<file path="src/rtl/bank_map_pkg.sv">
package bank_map_pkg;
  parameter int ADDR_W = 16;
  parameter int DATA_W = 8;
  parameter int WIN_BITS = 13;
  parameter int PAGE_BITS = 8;
  parameter int NUM_BANK_REGS = 2;

  localparam int REGION_W = ADDR_W - WIN_BITS;
  localparam int SUBPAGE_W = WIN_BITS - PAGE_BITS;
  localparam int REG_IDX_W = $clog2(NUM_BANK_REGS);

  typedef struct packed {
    logic                 wrEn;
    logic                 rdEn;
    logic [REG_IDX_W-1:0] regIdx;
  } bank_strobe_t;
endpackage

</file>
<file path="src/rtl/bank_map_ctrl.sv">
module bank_map_ctrl
  import bank_map_pkg::*;
(
  input  logic              addrValid,
  input  logic [ADDR_W-1:0] addr,
  input  logic              rdWr,
  output logic              selLowRam,
  output logic              selIo,
  output logic              selHighRam,
  output logic              selRom,
  output logic              selBankReg,
  output bank_strobe_t      strobe
);
  localparam logic [REGION_W-1:0] IO_REGION  = REGION_W'(3'b100);
  localparam logic [REGION_W-1:0] HRAM_REGION = REGION_W'(3'b101);

  logic [REGION_W-1:0] region;
  logic                zeroHigh;
  logic                ioMatch;
  logic                romMatch;
  logic                hramMatch;

  always_comb begin
    region    = addr[ADDR_W-1:WIN_BITS];
    zeroHigh  = (addr[ADDR_W-1:REG_IDX_W] == '0);
    ioMatch   = (region == IO_REGION) && (&addr[WIN_BITS-1:PAGE_BITS]);
    romMatch  = (region[REGION_W-1:REGION_W-2] == 2'b11);
    hramMatch = (region == HRAM_REGION);

    selBankReg = addrValid && zeroHigh;
    selIo      = addrValid && ioMatch;
    selRom     = addrValid && romMatch;
    selHighRam = addrValid && hramMatch;
    selLowRam  = addrValid && !zeroHigh && !ioMatch && !romMatch && !hramMatch;

    strobe.wrEn   = selBankReg && !rdWr;
    strobe.rdEn   = selBankReg && rdWr;
    strobe.regIdx = addr[REG_IDX_W-1:0];
  end
endmodule

</file>
<file path="src/rtl/bank_map_regs.sv">
module bank_map_regs
  import bank_map_pkg::*;
(
  input  logic              clk,
  input  logic              rst,
  input  bank_strobe_t      strobe,
  input  logic [DATA_W-1:0] wrData,
  output logic [DATA_W-1:0] ramBank,
  output logic [DATA_W-1:0] romBank,
  output logic [DATA_W-1:0] rdData,
  output logic              rdDataEn
);
  logic [DATA_W-1:0] bankRegs [NUM_BANK_REGS];

  for (genvar gi = 0; gi < NUM_BANK_REGS; gi++) begin : g_reg
    always_ff @(posedge clk) begin
      if (rst) begin
        bankRegs[gi] <= '0;
      end else if (strobe.wrEn && (strobe.regIdx == REG_IDX_W'(gi))) begin
        bankRegs[gi] <= wrData;
      end
    end
  end

  always_comb begin
    ramBank  = bankRegs[0];
    romBank  = bankRegs[1];
    rdDataEn = strobe.rdEn;
    rdData   = strobe.rdEn ? bankRegs[strobe.regIdx] : '0;
  end
endmodule

</file>
<file path="src/rtl/bank_map_decoder.sv">
module bank_map_decoder
  import bank_map_pkg::*;
(
  input  logic              clk,
  input  logic              rst,
  input  logic              addrValid,
  input  logic [ADDR_W-1:0] addr,
  input  logic              rdWr,
  input  logic [DATA_W-1:0] wrData,
  output logic              selLowRam,
  output logic              selIo,
  output logic              selHighRam,
  output logic              selRom,
  output logic              selBankReg,
  output logic [DATA_W-1:0] ramBank,
  output logic [DATA_W-1:0] romBank,
  output logic [DATA_W-1:0] rdData,
  output logic              rdDataEn
);
  bank_strobe_t strobe;

  bank_map_ctrl i_ctrl (
    .addrValid (addrValid),
    .addr      (addr),
    .rdWr      (rdWr),
    .selLowRam (selLowRam),
    .selIo     (selIo),
    .selHighRam(selHighRam),
    .selRom    (selRom),
    .selBankReg(selBankReg),
    .strobe    (strobe)
  );

  bank_map_regs i_regs (
    .clk     (clk),
    .rst     (rst),
    .strobe  (strobe),
    .wrData  (wrData),
    .ramBank (ramBank),
    .romBank (romBank),
    .rdData  (rdData),
    .rdDataEn(rdDataEn)
  );
endmodule

</file>
<file path="config.mk">
export PLATFORM = sky130hd
export DESIGN_NAME = bank_map_decoder
export DESIGN_NICKNAME = d
export VERILOG_FILES = /design/src/rtl/bank_map_pkg.sv /design/src/rtl/bank_map_ctrl.sv /design/src/rtl/bank_map_regs.sv /design/src/rtl/bank_map_decoder.sv
export SDC_FILE = /design/constraint.sdc
export NUM_CORES = 1
export LEC_CHECK = 0
export BUFFER_PORTS_ARGS = -buffer_cell sky130_fd_sc_hd__buf_2
export CAP_MARGIN = 0
export CORE_MARGIN = 3
export CORE_UTILIZATION = 30
export DETAILED_ROUTE_END_ITERATION = 8
export HOLD_SLACK_MARGIN = 0.02
export SETUP_SLACK_MARGIN = 0.5
export SYNTH_ARGS = -nofsm -noshare
export SYNTH_HDL_FRONTEND = slang
export SYNTH_SLANG_ARGS = --single-unit
</file>
<file path="constraint.sdc">
create_clock -name clk -period 2.26 [get_ports clk]
set_input_delay 0.339 -clock clk [delete_from_list [all_inputs] [get_ports clk]]
set_output_delay 0.339 -clock clk [all_outputs]
set_load 0.01 [all_outputs]
</file>
==> reports/metrics.csv <==
stage,metric,value,unit
synth,synthCells,86,
final_layout,top_register,i_regs.bankRegs,
final_layout,largestRegisters,i_regs.bankRegs (16),
synth,syn-num-nets,114,
timing,setup_viol_count_final,0,
cts,cts_root_buf,clkbuf_4,
timing,period_minus_slack,1.730,ns
critical_path,worstPathMaxFanout,7,
timing,clock.fmax,578.1,MHz
detailed_routing,drc,0,
die,die_h,66.03,um
die,start_util,31.65,%
detailed_routing,drt-initial-drc-count,10,
detailed_routing,vias_per_cell,4.731,
final_layout,regArea,480.5,um2
timing,fin_ws,0.5301,ns
global_routing,grt_overflow,0,
critical_path,startpoint,addr[12],
synth,synth_area_leaders,"edfxtp_1 (44%), nor3_2 (8.3%), mux2i_1 (7.4%), nor4_2 (6.9%), nor4_4 (5.9%)",
power,internal_power,0.0004578,W
power,leakagePower,0.6610,nW
worst_hold_path,hp-start,wrData[3],
critical_path,critPathBufInv,3,
synth,synth_compound_area_share,3.009,%
detailed_routing,wl_per_cell,14.39,um
synth,ys_seq_elements,16,
final_layout,final_layout_size_suffix_gt1_share,62.91,%
timing,tns,0,ns
timing,fin_crit_sh,76.55,%
placed_design,gp_congestion,0.7240,
detailed_routing,drt_wl_total,2834,um
timing,slew_viol_final,0,
final_layout,nNetsFinal,181,
timing,hold_slack,0.4151,ns
cts,cts_buffer_depth,2,
die,pin_count,58,
critical_path,startpoint_type,input pin,
critical_path,arrival,1.39,ns
cts,numClockSinks,16,
global_routing,track_usage,12.72,%
cts,h-tree-depth,1,
worst_hold_path,hold_path_class,in -> reg,
die,coreArea,0.003416,mm2
synth,yosysUniqueCellTypes,27,
global_routing,antenna_found_initial,0,
critical_path,crit_path_cell_trace,buf_4 > nor4_4 > nand4_4 > buf_12 > nor3_2 > buf_2,
global_routing,grt_first_pass_wirelength,4298,um
detailed_routing,antenna_left,0,
critical_path,cpPeakStageDelay,0.32,ns
cts,cts_tree,done,
run_status,status,"complete, no violations",
power,p_per_area,406.7,mW/mm2
synth,synthAdderAreaFrac,0,%
final_layout,multiInputGateArea,554.3,um2
die,fp-row-count,21,
synth,synth.cell_area,0.001081,mm2
power,p_comb_share,21.2,%
timing,rsz0062_at_grt,true,
critical_path,worstSetupPathDepth,6,
synth,yosys.area_share.simple,39.12,%
critical_path,critPathSlowestCell,nor4_4,
power,ir_drop,0.1352,mV
timing,tightest_slew,0.5108,ns
global_routing,grt_pass1_vias,954,
synth,synth_mux_area_share,7.407,%
critical_path,critical_path.top_delay_family,simple AND/OR/NAND/NOR gates,
critical_path,path_class,in -> out,
detailed_routing,vias,932,
detailed_routing,firstDrtPassIters,3,
synth,synth_warnings,0,
cts,cts_buffers,3,
placed_design,preCtsSetupSlack,0.3552,ns
global_routing,grt_start_max_net_pins,15,
synth,yosysSeqAreaShare,44.44,%
synth,synth_top_area_share,44.44,%
cts,clk_pin_slew,0.10,ns
final_layout,syn_to_final_growth,43.63,%
power,power_switching,0.0001737,W
placed_design,hpwl,2228,um
synth,synth_area_per_cell,12.57,um2
placed_design,port-buffer-count,57,
die,die_width,66.03,um
critical_path,critPathCapture,rdData[1],
power,switching_share,27.50,%
final_layout,n_antenna_cell,0,
timing,finalHoldViolations,0,
final_layout,fillCellCount,324,
die,die_area,0.004360,mm2
final_layout,largest_register_ffs,16,
job,drv_cap,0,
synth,synth_top_family_by_area,simple AND/OR/NAND/NOR gates,
cts,hold_buffers,0,
synth,synth.largest_area_cell,edfxtp_1,
power,p_clk_share,23.8,%
synth,synthXorXnorAreaFrac,0,%
timing,slew_headroom,65.95,%
power,seqPwrFrac,55.0,%
final_layout,post-route-util,45.46,%
critical_path,cp-end-kind,primary output,
critical_path,critPathRequiredTime,1.92,ns
## area by class of cell
cell class,instances,area share (%)
sequential,16,30.94
multi-input combinational,57,35.70
tap,46,3.707
timing repair buffer,67,26.27
inverter,8,1.934
clock buffer,3,1.450
## cell families (layout without fill, tap and decap cells)
logic type	Yosys count	in the layout
AO/OA/AOI/OAI	4	4
flip-flops	16	16
buffers and inverters	13	78
multiplexers	8	8
AND/OR/NAND/NOR	45	45
## power by group through the flow
stage	clock [W]	sequential, W	combinational [W]
after floorplan	0	0.000362	0.0000530
after global placement	0	0.000353	0.000126
after detailed placement	0	0.000355	0.000129
after CTS	0.000155	0.000348	0.000131
after global routing	0.000166	0.000350	0.000144
final	0.000150	0.000348	0.000134
## worst min-delay path: cells and delay by family
kind / cells / cell delay (ns)
buffers and inverters: 2 / 0.16
and+or+nand+nor: 1 / 0.05
## cell usage after synthesis
cell type  number
a211oi_1        1
and2_1          1
and3_1          1
and4_2          1
buf_2           1
buf_6           2
clkbuf_1        2
edfxtp_1       16
inv_1           7
inv_2           1
mux2i_1         8
nand2_1         6
nand3_1         1
nand4_4         1
nor2_1          2
nor3_1          3
nor3_2          9
nor3b_1         1
nor4_1          3
nor4_2          6
nor4_4          3
nor4b_1         5
nor4b_4         1
o21ai_1         1
o21bai_1        1
o31ai_2         1
or2_2           1
## cells in the final DEF (no fill, tap or decap), types with 4 or more instances in the layout
master / instances
buf_2: 52
edfxtp_1: 16
buf_4: 9
mux2i_1: 8
nor3_2: 8
inv_1: 7
nand2_1: 6
nor4_2: 6
nor4b_1: 5
buf_6: 4
## worst min path at each step
| stage | endpoint | cells past startpoint | slack, ns |
|---|---|---|---|
| after CTS | i_regs.bankRegs[0][3]$_SDFFCE_PN0P_ | 3 | 0.41 |
| after floorplan | i_regs.bankRegs[0][0]$_SDFFCE_PN0P_ | 1 | 0.53 |
| final | i_regs.bankRegs[0][3]$_SDFFCE_PN0P_ | 3 | 0.42 |
| after global routing | i_regs.bankRegs[1][1]$_SDFFCE_PN0P_ | 3 | 0.43 |
| after detailed placement | i_regs.bankRegs[0][3]$_SDFFCE_PN0P_ | 3 | 0.72 |
| after global placement | i_regs.bankRegs[1][0]$_SDFFCE_PN0P_ | 3 | 0.71 |
## metal layers
metal	wire (um)	global-route usage [%]	part of all wire [%]	vias to the layer above
li1	-	-	-	465
met1	1108	14.88	39	438
met2	1557	22.53	55	25
met3	115	1.531	4.1	4
met4	53	6.599	1.9	0
met5	0	0	0	-
## timing repair
item	CTS	global route
gates resized for setup	8	7
buffers inserted	4	1
pin swaps	10	3
setup endpoints to repair	8	9
## metrics by stage
stage | total power [W] | std cells | cell area [um2]
floorplan | 0.0004149 | 86 | 1094
global placement | 0.0004794 | 189 | 1439
detailed placement | 0.0004839 | 189 | 1439
CTS | 0.0006340 | 196 | 1520
global route | 0.0006596 | 197 | 1553
finish | 0.0006315 | 197 | 1553
Power figures use the tool's default switching activity.
